--- config.mk ---
export PLATFORM = sky130hd
export DESIGN_NAME = gclk_bank
export DESIGN_NICKNAME = d
export VERILOG_FILES = /design/src/rtl/gclk_pkg.sv /design/src/rtl/gclk_cfg_regs.sv /design/src/rtl/gclk_gen_div.sv /design/src/rtl/gclk_periph_mux.sv /design/src/rtl/gclk_bank.sv
export SDC_FILE = /design/constraint.sdc
export NUM_CORES = 1
export LEC_CHECK = 0
export BUFFER_PORTS_ARGS = -buffer_cell sky130_fd_sc_hd__buf_4
export CAP_MARGIN = 40
export CORE_MARGIN = 2
export CORE_UTILIZATION = 25
export CTS_CLUSTER_DIAMETER = 100
export DETAILED_ROUTE_END_ITERATION = 16
export PLACE_DENSITY_LB_ADDON = 0.25
export SYNTH_ARGS = -nofsm -noshare
export SYNTH_HDL_FRONTEND = slang
export SYNTH_SLANG_ARGS = --single-unit
--- constraint.sdc ---
create_clock -name clk -period 3 [get_ports clk]
set_input_delay 0.3 -clock clk [delete_from_list [all_inputs] [get_ports clk]]
set_output_delay 0.3 -clock clk [all_outputs]
set_load 0.03 [all_outputs]
--- src/rtl/gclk_pkg.sv ---
package gclk_pkg;
  localparam int GEN_COUNT    = 9;
  localparam int SRC_IN_COUNT = 8;
  localparam int SEL_W        = 4;
  localparam int ID_W         = 8;
  localparam int GID_W        = $clog2(GEN_COUNT);
  localparam int RESET_DIV    = 8;
  localparam logic [SEL_W-1:0] GEN1_CODE = 4'd8;

  typedef enum logic [1:0] {
    WIN_GENCTRL = 2'd0,
    WIN_GENDIV  = 2'd1,
    WIN_MUXCTRL = 2'd2,
    WIN_NONE    = 2'd3
  } win_e;
endpackage

--- src/rtl/gclk_cfg_regs.sv ---
module gclk_cfg_regs
  import gclk_pkg::*;
#(
  parameter int DIV_W   = 8,
  parameter int NUM_MUX = 8
) (
  input  logic                                clk,
  input  logic                                rst_n,
  input  logic                                we_i,
  input  win_e                                win_i,
  input  logic [31:0]                         wdata_i,
  output logic [31:0]                         rdata_o,
  output logic [GEN_COUNT-1:0]                gen_en_o,
  output logic [GEN_COUNT-1:0][SEL_W-1:0]     gen_src_o,
  output logic [GEN_COUNT-1:0][DIV_W-1:0]     gen_div_o,
  output logic [GEN_COUNT-1:0]                gen_clr_o,
  output logic [NUM_MUX-1:0]                  mux_en_o,
  output logic [NUM_MUX-1:0][SEL_W-1:0]       mux_gen_o
);
  localparam int MID_W = (NUM_MUX > 1) ? $clog2(NUM_MUX) : 1;

  logic [ID_W-1:0]  wr_id;
  logic [SEL_W-1:0] wr_fld;
  logic             wr_en;
  logic [DIV_W-1:0] wr_div;
  logic             gen_ok, mux_ok, self_bad;
  logic             acc_ctrl, acc_div, acc_mux;
  logic [GID_W-1:0] ptr_ctrl_q, ptr_div_q;
  logic [MID_W-1:0] ptr_mux_q;
  logic             unused_wdata;

  assign wr_id    = wdata_i[ID_W-1:0];
  assign wr_fld   = wdata_i[8 +: SEL_W];
  assign wr_en    = wdata_i[16];
  assign wr_div   = wdata_i[8 +: DIV_W];
  assign unused_wdata = ^wdata_i;

  assign gen_ok   = wr_id < ID_W'(GEN_COUNT);
  assign mux_ok   = wr_id < ID_W'(NUM_MUX);
  assign self_bad = (wr_id == ID_W'(1)) && (wr_fld == GEN1_CODE);
  assign acc_ctrl = we_i && (win_i == WIN_GENCTRL) && gen_ok && !self_bad;
  assign acc_div  = we_i && (win_i == WIN_GENDIV) && gen_ok;
  assign acc_mux  = we_i && (win_i == WIN_MUXCTRL) && mux_ok;

  always_ff @(posedge clk) begin
    if (!rst_n) begin
      for (int g = 0; g < GEN_COUNT; g++) begin
        gen_en_o[g]  <= (g == 0);
        gen_src_o[g] <= '0;
        gen_div_o[g] <= (g == 0) ? DIV_W'(RESET_DIV) : '0;
      end
      mux_en_o   <= '0;
      mux_gen_o  <= '0;
      ptr_ctrl_q <= '0;
      ptr_div_q  <= '0;
      ptr_mux_q  <= '0;
    end else begin
      if (acc_ctrl) begin
        gen_en_o[wr_id[GID_W-1:0]]  <= wr_en;
        gen_src_o[wr_id[GID_W-1:0]] <= wr_fld;
        ptr_ctrl_q <= wr_id[GID_W-1:0];
      end
      if (acc_div) begin
        gen_div_o[wr_id[GID_W-1:0]] <= wr_div;
        ptr_div_q <= wr_id[GID_W-1:0];
      end
      if (acc_mux) begin
        mux_en_o[wr_id[MID_W-1:0]]  <= wr_en;
        mux_gen_o[wr_id[MID_W-1:0]] <= wr_fld;
        ptr_mux_q <= wr_id[MID_W-1:0];
      end
    end
  end

  always_comb begin
    for (int g = 0; g < GEN_COUNT; g++)
      gen_clr_o[g] = (acc_ctrl || acc_div) && (wr_id == ID_W'(g));
  end

  always_comb begin
    rdata_o = '0;
    case (win_i)
      WIN_GENCTRL: begin
        rdata_o[ID_W-1:0]   = ID_W'(ptr_ctrl_q);
        rdata_o[8 +: SEL_W] = gen_src_o[ptr_ctrl_q];
        rdata_o[16]         = gen_en_o[ptr_ctrl_q];
      end
      WIN_GENDIV: begin
        rdata_o[ID_W-1:0]   = ID_W'(ptr_div_q);
        rdata_o[8 +: DIV_W] = gen_div_o[ptr_div_q];
      end
      WIN_MUXCTRL: begin
        rdata_o[ID_W-1:0]   = ID_W'(ptr_mux_q);
        rdata_o[8 +: SEL_W] = mux_gen_o[ptr_mux_q];
        rdata_o[16]         = mux_en_o[ptr_mux_q];
      end
      default: rdata_o = '0;
    endcase
  end


  gen1_no_self_chk: assert property (@(posedge clk) disable iff (!rst_n)
    gen_src_o[1] != GEN1_CODE);


  bad_id_chk: assert property (@(posedge clk) disable iff (!rst_n)
    (we_i && (win_i == WIN_GENCTRL) && (wr_id >= ID_W'(GEN_COUNT))) |=> $stable(gen_en_o));
endmodule

--- src/rtl/gclk_gen_div.sv ---
module gclk_gen_div #(
  parameter int DIV_W = 8
) (
  input  logic             clk,
  input  logic             rst_n,
  input  logic             en_i,
  input  logic [DIV_W-1:0] div_i,
  input  logic             clr_i,
  input  logic             in_tick_i,
  output logic             tick_o
);
  logic [DIV_W-1:0] cnt_q;
  logic             pass;

  assign pass = div_i <= DIV_W'(1);

  always_ff @(posedge clk) begin
    if (!rst_n) begin
      cnt_q  <= '0;
      tick_o <= 1'b0;
    end else begin
      tick_o <= 1'b0;
      if (clr_i) begin
        cnt_q <= '0;
      end else if (en_i && in_tick_i) begin
        if (pass) begin
          tick_o <= 1'b1;
        end else if (cnt_q == div_i - DIV_W'(1)) begin
          tick_o <= 1'b1;
          cnt_q  <= '0;
        end else begin
          cnt_q <= cnt_q + DIV_W'(1);
        end
      end
    end
  end


  disabled_silent_chk: assert property (@(posedge clk) disable iff (!rst_n)
    !en_i |=> !tick_o);


  passthrough_chk: assert property (@(posedge clk) disable iff (!rst_n)
    (en_i && in_tick_i && pass && !clr_i) |=> tick_o);


  cnt_in_range_chk: assert property (@(posedge clk) disable iff (!rst_n)
    (div_i > DIV_W'(1)) |-> (cnt_q < div_i));
endmodule

--- src/rtl/gclk_periph_mux.sv ---
module gclk_periph_mux
  import gclk_pkg::*;
(
  input  logic [GEN_COUNT-1:0] gen_tick_i,
  input  logic [SEL_W-1:0]     sel_i,
  input  logic                 en_i,
  output logic                 tick_o
);
  always_comb begin
    tick_o = 1'b0;
    for (int g = 0; g < GEN_COUNT; g++)
      if (en_i && (sel_i == SEL_W'(g))) tick_o = gen_tick_i[g];
  end
endmodule

--- src/rtl/gclk_bank.sv ---
module gclk_bank
  import gclk_pkg::*;
#(
  parameter int DIV_W   = 8,
  parameter int NUM_MUX = 8
) (
  input  logic                    clk,
  input  logic                    rst_n,
  input  logic [SRC_IN_COUNT-1:0] src_tick_i,
  input  logic                    cfg_we_i,
  input  logic [1:0]              cfg_sel_i,
  input  logic [31:0]             cfg_wdata_i,
  output logic [31:0]             cfg_rdata_o,
  output logic                    main_tick_o,
  output logic [GEN_COUNT-1:0]    gen_tick_o,
  output logic [NUM_MUX-1:0]      periph_tick_o
);
  logic [GEN_COUNT-1:0]            gen_en;
  logic [GEN_COUNT-1:0][SEL_W-1:0] gen_src;
  logic [GEN_COUNT-1:0][DIV_W-1:0] gen_div;
  logic [GEN_COUNT-1:0]            gen_clr;
  logic [GEN_COUNT-1:0]            gen_in;
  logic [NUM_MUX-1:0]              mux_en;
  logic [NUM_MUX-1:0][SEL_W-1:0]   mux_gen;

  gclk_cfg_regs #(.DIV_W(DIV_W), .NUM_MUX(NUM_MUX)) regs_i (
    .clk       (clk),
    .rst_n     (rst_n),
    .we_i      (cfg_we_i),
    .win_i     (win_e'(cfg_sel_i)),
    .wdata_i   (cfg_wdata_i),
    .rdata_o   (cfg_rdata_o),
    .gen_en_o  (gen_en),
    .gen_src_o (gen_src),
    .gen_div_o (gen_div),
    .gen_clr_o (gen_clr),
    .mux_en_o  (mux_en),
    .mux_gen_o (mux_gen)
  );

  for (genvar g = 0; g < GEN_COUNT; g++) begin : g_gen
    always_comb begin
      if (gen_src[g] < SEL_W'(SRC_IN_COUNT))
        gen_in[g] = src_tick_i[gen_src[g][2:0]];
      else if (gen_src[g] == GEN1_CODE)
        gen_in[g] = gen_tick_o[1];
      else
        gen_in[g] = 1'b0;
    end

    gclk_gen_div #(.DIV_W(DIV_W)) div_i (
      .clk       (clk),
      .rst_n     (rst_n),
      .en_i      (gen_en[g]),
      .div_i     (gen_div[g]),
      .clr_i     (gen_clr[g]),
      .in_tick_i (gen_in[g]),
      .tick_o    (gen_tick_o[g])
    );
  end

  for (genvar m = 0; m < NUM_MUX; m++) begin : g_mux
    gclk_periph_mux mux_i (
      .gen_tick_i (gen_tick_o),
      .sel_i      (mux_gen[m]),
      .en_i       (mux_en[m]),
      .tick_o     (periph_tick_o[m])
    );
  end

  assign main_tick_o = gen_tick_o[0];


  main_from_gen0_chk: assert property (@(posedge clk) disable iff (!rst_n)
    main_tick_o |-> $past(gen_en[0]));
endmodule

==> metrics.md, run 1 <==
| Metric | Value |
|---|---|
| Top post-synthesis cells by area | `dfxtp_1 33%, mux2i_1 8.8%, mux4_2 7.7%, nor2_1 4.6%, a21oi_1 4.1%` |
| Global-route wire length before repair | `78500 um` |
| Leading register cell type out of synthesis | `dfxtp_1` |
| Crit. End Element | `primary output` |
| Routed length per instance | `roughly 19 um` |
| Vias | `13400` |
| CTS Sinks | `249` |
| Relative slew margins | `44.8%` |
| Startpoint types | `flop` |
| Initial antenna violation count | `0` |
| Clock share of power | `53.1%` |
| Fmax | `between 300 and 400 MHz` |
| Seq/Total Area, Yosys | `32.6%` |
| Inserted Diodes | `0` |
| Worst-path clk slew | `roughly 70 ps` |
| Max cap viols | `0` |
| Via/cell ratio | `5.13` |
| IO Port Bufs | `60` |
| CTS buffer count | `31` |
| Layout area overhead | `15.5%` |
| Share of cells above drive strength 1 | `13.6%` |
| Num rows | `90` |
| Sequential cell fraction of total power | `41.8%` |
| Final setup TNS | `0 ps` |
| WP data required | `around 2700 ps` |
| Slew @ Worst Pin | `just over 800 ps` |
| Max Slew Vio Count | `0` |
| Synthesized area | `15300 um2` |
| Die ar. | `63200 um2` |
| Tmin final | `2860 ps` |
| Run status | `completed` |
| Gpl congestion | `0.888` |
| #FFs+latches synth | `249` |
| Final wirelength | `50200 um` |
| Post-layout util | `29.2%` |
| GRT Residual Overflow | `0` |
| Die width | `about 250 um` |
| Top cells by count, synth | `249 x dfxtp_1, 188 x nor2_1, 162 x nand2_1` |
| Ys async rst share | `0%` |
| Initial DRC Count | `1116` |
| Ys Warns | `0` |
| Cells after Synth | `1799` |
| Largest net degree at the start of global routing | `between 100 and 150` |
| RSZ-0062 raised after global routing | `no` |
| CTS tree | `yes` |
| Die H | `251 um` |
| Initial core utilization | `about a quarter` |
| # DRC | `0` |
| Nets | `1886` |
| Fin. Hold Viols | `0` |
| Crit Path Class | `reg2out` |
| Critical-path maximum fanout | `8` |
| Max clock buf depth | `3` |
| Vias in the first global route | `~13000` |
| I/O pin count | `95` |
| Peak VDD IR | `0.000389 V` |
| Gr usage total | `15.7%` |
| WP data arrival | `2560 ps` |
| Switching power of the nets | `about 0.0018 W` |
| PnR Total Power | `0.00794 W` |
| Worst Clk Skew | `16.1 ps` |
| Post-synth top area share | `approximately 33%` |
| Combinational share of power | `between 5 and 6%` |
| Leak Pwr | `6.72 nW` |
| # setup viols final | `0` |
| Syn Area/Cell | `~8.5 um2` |
| ANT nets after route | `0` |
| Yosys top cell by area | `dfxtp_1` |
| H-tree Lvls | `1` |
| Final Cycle Share | `a little over nine tenths` |
| Clock root cell | `clkbuf_16` |
| Net Sw Frac | `23.0%` |
| Number of synthesized flops with an enable pin | `0` |
| Int Pwr | `0.00611 W` |
| Most numerous cell in the Yosys netlist | `dfxtp_1` |
| DR pass1 iterations | `5` |
| Clk_lat worst skew | `580 ps` |
| Min-delay worst type | `in2reg` |
| HPWL Detailed | `35700 um` |
| Hold Slack | `83.9 ps` |
| Post-synth cell types | `79` |
| Core area | `60500 um2` |
| PD cells | `449 nW/um2` |
through the flow:
step	cells	cell area (um2)	worst slack, ps
detailed placement	2562	16500	273
global route	2619	17700	37.5
CTS	2619	17700	35.9
global placement	2562	16500	309
floorplan	1817	15400	317
finish	2619	17700	142
critical path, stage by stage, from the launching register on:
cell      delay [ps]
dfxtp_2          490
mux4_2           570
mux2i_1          220
nor2_1            60
a211oi_1         320
a211oi_1         130
buf_4            190
layout by cell type (no fill, tap or decap), types with 31 or more instances in the layout:
cell / instances
dfxtp_1: 246
nor2_1: 188
nand2_1: 162
mux2i_1: 133
a21oi_1: 126
buf_4: 108
nand3_1: 97
o21ai_0: 69
xnor2_1: 59
mux4_2: 53
xor2_1: 51
inv_1: 42
nor3_1: 37
a22o_1: 36
nor2b_1: 35
and3_1: 31
clkbuf_16: 31
sequential cells by signal, indices dropped and copies added, names as in the netlist:
signal and count:
g_gen.div_i.cnt_q 72, g_gen.div_i.tick_o 9, regs_i.ptr_ctrl_q 4, regs_i.ptr_div_q 4, regs_i.mux_en_o 8, regs_i.gen_div_o 72
regs_i.mux_gen_o 32, regs_i.gen_en_o 9, regs_i.gen_src_o 36, regs_i.ptr_mux_q 3
worst paths after layout:
| check | slack (ps) | startpoint | end | depth (start not counted) |
|---|---|---|---|---|
| setup / recovery | 140 | regs_i.ptr_ctrl_q[0] | cfg_rdata_o[16] | 6 |
| setup reg to reg | 280 | regs_i.gen_div_o[40] | g_gen[5].div_i.tick_o | 8 |
| hold / removal | 80 | cfg_wdata_i[14] | regs_i.gen_div_o[6] | 3 |
| hold reg to reg | 480 | regs_i.gen_en_o[8] | regs_i.gen_en_o[8] | 2 |
power groups by stage:
stage	clock, W	combinational, W	sequential, W
after global routing	0.00446	0.000429	0.00331
after floorplan	0	0.000255	0.00339
final	0.00422	0.000405	0.00332
after detailed placement	0	0.000401	0.00339
after CTS	0.00432	0.000403	0.00331
after global placement	0	0.000400	0.00339
kinds of logic (layout without fill, tap and decap cells):
kind of cell / count (synthesis) / in the layout / share of synthesized area, %
buf+inv: 190 / 210 / 5.80
simple gates: 701 / 701 / 22.7
xor+xnor: 110 / 110 / 6.29
other cells: 1 / 19 / 0.0245
mux: 187 / 187 / 16.6
compound gates: 334 / 334 / 13.9
flops: 249 / 249 / 32.6
fa+ha+maj: 27 / 27 / 2.21
area by class of cell:
type                            instances  area, um2
Fill cell                            6278      42800
Multi-Input combinational cell       1378       9530
Sequential cell                       249       4990
Tap cell                              782        978
Clock buffer                           43        911
Timing Repair Buffer                  111        861
Clock inverter                         13        246
Inverter                               43        164
metal layers:
metal	GRT usage (%)	vias up	part of all wire (%)
li1	-	6435	-
met1	20.2	6551	44
met2	26.7	345	48
met3	2.11	94	5.0
met4	6.04	0	3.6
met5	0	-	0
timing repair:
| action | CTS | global route |
|---|---|---|
| hold endpoints to repair | 1 | 0 |
| endpoints found under the setup margin | 9 | 1 |
| hold buffers | 1 | 0 |
| resized for setup | 4 | 2 |
| buffers inserted | 0 | 0 |
| gates cloned | 0 | 0 |
(Power assumes the default switching activity.)
==> run 2, diff against run 1 <==
--- a/config.mk
+++ b/config.mk
@@ -12,6 +12,7 @@
 export CTS_CLUSTER_DIAMETER = 100
 export DETAILED_ROUTE_END_ITERATION = 16
 export PLACE_DENSITY_LB_ADDON = 0.25
+export SETUP_SLACK_MARGIN = 0.2
 export SYNTH_ARGS = -nofsm -noshare
 export SYNTH_HDL_FRONTEND = slang
 export SYNTH_SLANG_ARGS = --single-unit
==> run 2 against run 1 <==
  * Fmax rose by 2.8%
  * Wire length rose by 0.49%
  * Die area did not move
  * Combinational power barely moved
  * Non-clock buffer count rose by 2
  * Clock-buffer cell count did not move
  * Worst setup slack improved by 79 ps
  * Clock power barely moved
  * Core utilization rose by 0.24 points
  * Critical path type unchanged
  * Critical endpoint is now cfg_rdata_o[8]
  * Hold slack got worse by 1.4 ps
==> metrics.md, run 2 (synthesis results as in run 1) <==
| Metric | Value |
|---|---|
| Sequential cell fraction of total power | `41.7% (was 41.8%)` |
| PD cells | `446 nW/um2 (was 449 nW/um2)` |
| Largest net degree at the start of global routing | `103 (unchanged)` |
| ANT nets after route | `0 (unchanged)` |
| Regs by FF count | `g_gen.div_i.cnt_q x72, regs_i.gen_div_o x72, regs_i.gen_src_o x36 (unchanged)` |
| Worst hold endpoint | `regs_i.gen_div_o[7] (was regs_i.gen_div_o[6])` |
| Worst-path clk slew | `70 ps (about the same)` |
| Switching power of the nets | `0.00183 W (was 0.00182 W)` |
| Final setup TNS | `0 ps (unchanged)` |
| Vias | `13500 (was 13400)` |
| Cells on Worst Hold Path | `3 (unchanged)` |
| Worst reg2reg setup slack | `310 ps (was 280 ps)` |
| Clock root cell | `clkbuf_16 (unchanged)` |
| Met3 GRT Util | `2.26% (was 2.11%)` |
| Busiest layer in global routing | `met2 (unchanged)` |
| RSZ-0062 raised after global routing | `yes (was no)` |
| CTS buffer count | `31 (unchanged)` |
| Initial core utilization | `25.3% (unchanged)` |
| Startpoint types | `flop (unchanged)` |
| Share of cells above drive strength 1 | `14.4% (was 13.6%)` |
| Commonest non-fill, non-tap cell in the layout | `dfxtp_1 (unchanged)` |
| Min-delay worst type | `in2reg (unchanged)` |
| Critical-path maximum fanout | `5 (was 8)` |
| Initial antenna violation count | `0 (unchanged)` |
| Worst hold start | `cfg_wdata_i[15] (was cfg_wdata_i[14])` |
| Post-layout util | `29.5% (was 29.2%)` |
| H-tree Lvls | `1 (unchanged)` |
| IO Port Bufs | `60 (unchanged)` |
| Peak VDD IR | `0.000389 V (about the same)` |
| Die width | `251 um (unchanged)` |
| Via/cell ratio | `5.15 (was 5.13)` |
| Cell count of the worst reg-to-reg path | `7 (was 8)` |
| Run status | `completed (unchanged)` |
| I/O pin count | `95 (unchanged)` |
| Max clock buf depth | `3 (unchanged)` |
| Int Pwr | `0.00611 W (about the same)` |
| Gr usage total | `15.8% (was 15.7%)` |
| DR pass1 iterations | `5 (unchanged)` |
| HPWL Detailed | `35700 um (unchanged)` |
| Inserted Diodes | `0 (unchanged)` |
| FF+latch area | `5000 um2 (was 4990 um2)` |
| Worst Clk Skew | `18.5 ps (was 16.1 ps)` |
| GRT Residual Overflow | `0 (unchanged)` |
| Fin. Hold Viols | `0 (unchanged)` |
| CTS tree | `yes (unchanged)` |
| # DRC | `0 (unchanged)` |
| Slew @ Worst Pin | `787 ps (was 827 ps)` |
| Die H | `251 um (unchanged)` |
| Crit. End Element | `primary output (unchanged)` |
| Die ar. | `63200 um2 (unchanged)` |
| Num rows | `90 (unchanged)` |
| Global-route wire length before repair | `78800 um (was 78500 um)` |
| Crit Path Class | `reg2out (unchanged)` |
| Fmax | `360 MHz (was 350 MHz)` |
| Clk_lat worst skew | `580 ps (about the same)` |
| Relative slew margins | `46.9% (was 44.8%)` |
| Final wirelength | `50400 um (was 50200 um)` |
| Core area | `60500 um2 (unchanged)` |
| Combinational share of power | `5.1% (about the same)` |
| Multi-input logic area | `9620 um2 (was 9530 um2)` |
| Critical R2R Launch | `regs_i.gen_div_o[4] (was regs_i.gen_div_o[40])` |
| Leak Pwr | `6.78 nW (was 6.72 nW)` |
| Tmin final | `2780 ps (was 2860 ps)` |
| Layout area overhead | `16.4% (was 15.5%)` |
| Nets | `1888 (was 1886)` |
| CTS Sinks | `249 (unchanged)` |
| Max Slew Vio Count | `0 (unchanged)` |
| Vias in the first global route | `13200 (was 13100)` |
| Most frequent cells in the layout | `242 x dfxtp_1, 188 x nor2_1, 162 x nand2_1 (was 246 x dfxtp_1, 188 x nor2_1, 162 x nand2_1)` |
| Met2 global-route usage | `26.7% (about the same)` |
| Number of fill cells | `6268 (was 6278)` |
| Met1 Resource Use GR | `20.2% (about the same)` |
| WP data required | `2700 ps (about the same)` |
| # setup viols final | `0 (unchanged)` |
| WP data arrival | `2480 ps (was 2560 ps)` |
| Max cap viols | `0 (unchanged)` |
| Reg2reg end | `g_gen[0].div_i.cnt_q[5] (was g_gen[5].div_i.tick_o)` |
| Initial DRC Count | `1087 (was 1116)` |
| Routed length per instance | `19.2 um (about the same)` |
| Clock share of power | `53.2% (was 53.1%)` |
| Net Sw Frac | `23.0% (about the same)` |
| Final Cycle Share | `92.6% (was 95.3%)` |
| Gpl congestion | `0.888 (unchanged)` |
## run 2: changes by cell type in the layout (fill, tap and decap cells not counted), moves of 2 or more
| cell | before | now |
|---|---|---|
| mux2i_1 | 133 | 128 |
| mux2i_2 | 1 | 3 |
| buf_6 | 0 | 3 |
| buf_4 | 108 | 106 |
| dfxtp_1 | 246 | 242 |
| dfxtp_4 | 0 | 3 |
| mux2i_4 | 0 | 3 |
## run 2: power by group through the flow
stage          Sequential [W]  Combinational [W]  Clock (W)
4_1_cts               0.00331           0.000404    0.00432
3_5_place_dp          0.00339           0.000401          0
5_1_grt               0.00331           0.000432    0.00446
2_1_floorplan         0.00339           0.000255          0
3_3_place_gp          0.00339           0.000400          0
6_report              0.00331           0.000408    0.00422
## run 2: what timing repair did
item | in CTS | in global routing
setup buffers | 1 | 0
resized for setup | 22 | 14
setup endpoints to repair | 9 | 16
pin swaps | 0 | 1
hold buffers | 1 | 0
cloned | 1 | 0
hold endpoints to repair | 1 | 0
## run 2: worst max-delay path by stage
stage,from,endpoint,slack (ps),depth (start not counted)
floorplan,regs_i.ptr_div_q[0],cfg_rdata_o[10],320,7
global placement,regs_i.gen_div_o[42],g_gen[5].div_i.tick_o,310,6
detailed placement,regs_i.gen_div_o[40],g_gen[5].div_i.tick_o,270,8
CTS,regs_i.ptr_div_q[0],cfg_rdata_o[8],210,7
global route,regs_i.ptr_div_q[0],cfg_rdata_o[8],180,7
finish,regs_i.ptr_div_q[0],cfg_rdata_o[8],220,7
## run 2: metal layers
layer	part of all wire [%]	vias to the layer above
met5	0	-
met4	3.9	0
met3	5.2	102
met2	47	367
met1	43	6601
li1	-	6437
## run 2: critical path: stages, from the launching register on
cell	delay, ps
dfxtp_4	390
buf_6	150
mux4_2	540
mux2i_2	230
o211ai_1	130
nand2_1	130
o22ai_1	120
buf_4	190
## run 2: cell type report
| type | instances | area share [%] |
|---|---|---|
| Inverter | 43 | 0.941 |
| Sequential cell | 249 | 28.1 |
| Clock inverter | 13 | 1.38 |
| Tap cell | 782 | 5.49 |
| Clock buffer | 43 | 5.11 |
| Multi-Input combinational cell | 1378 | 54.0 |
| Timing Repair Buffer | 113 | 5.05 |
## run 2: metrics by stage
stage	area, um2	setup WS [ps]	hold WS (ps)	total power, W	std cells
floorplan	15400	317	437	0.00364	1817
global placement	16500	309	462	0.00379	2562
detailed placement	16500	273	472	0.00379	2562
CTS	17800	205	53.3	0.00804	2621
global route	17800	183	76.1	0.00820	2621
finish	17800	221	82.5	0.00794	2621
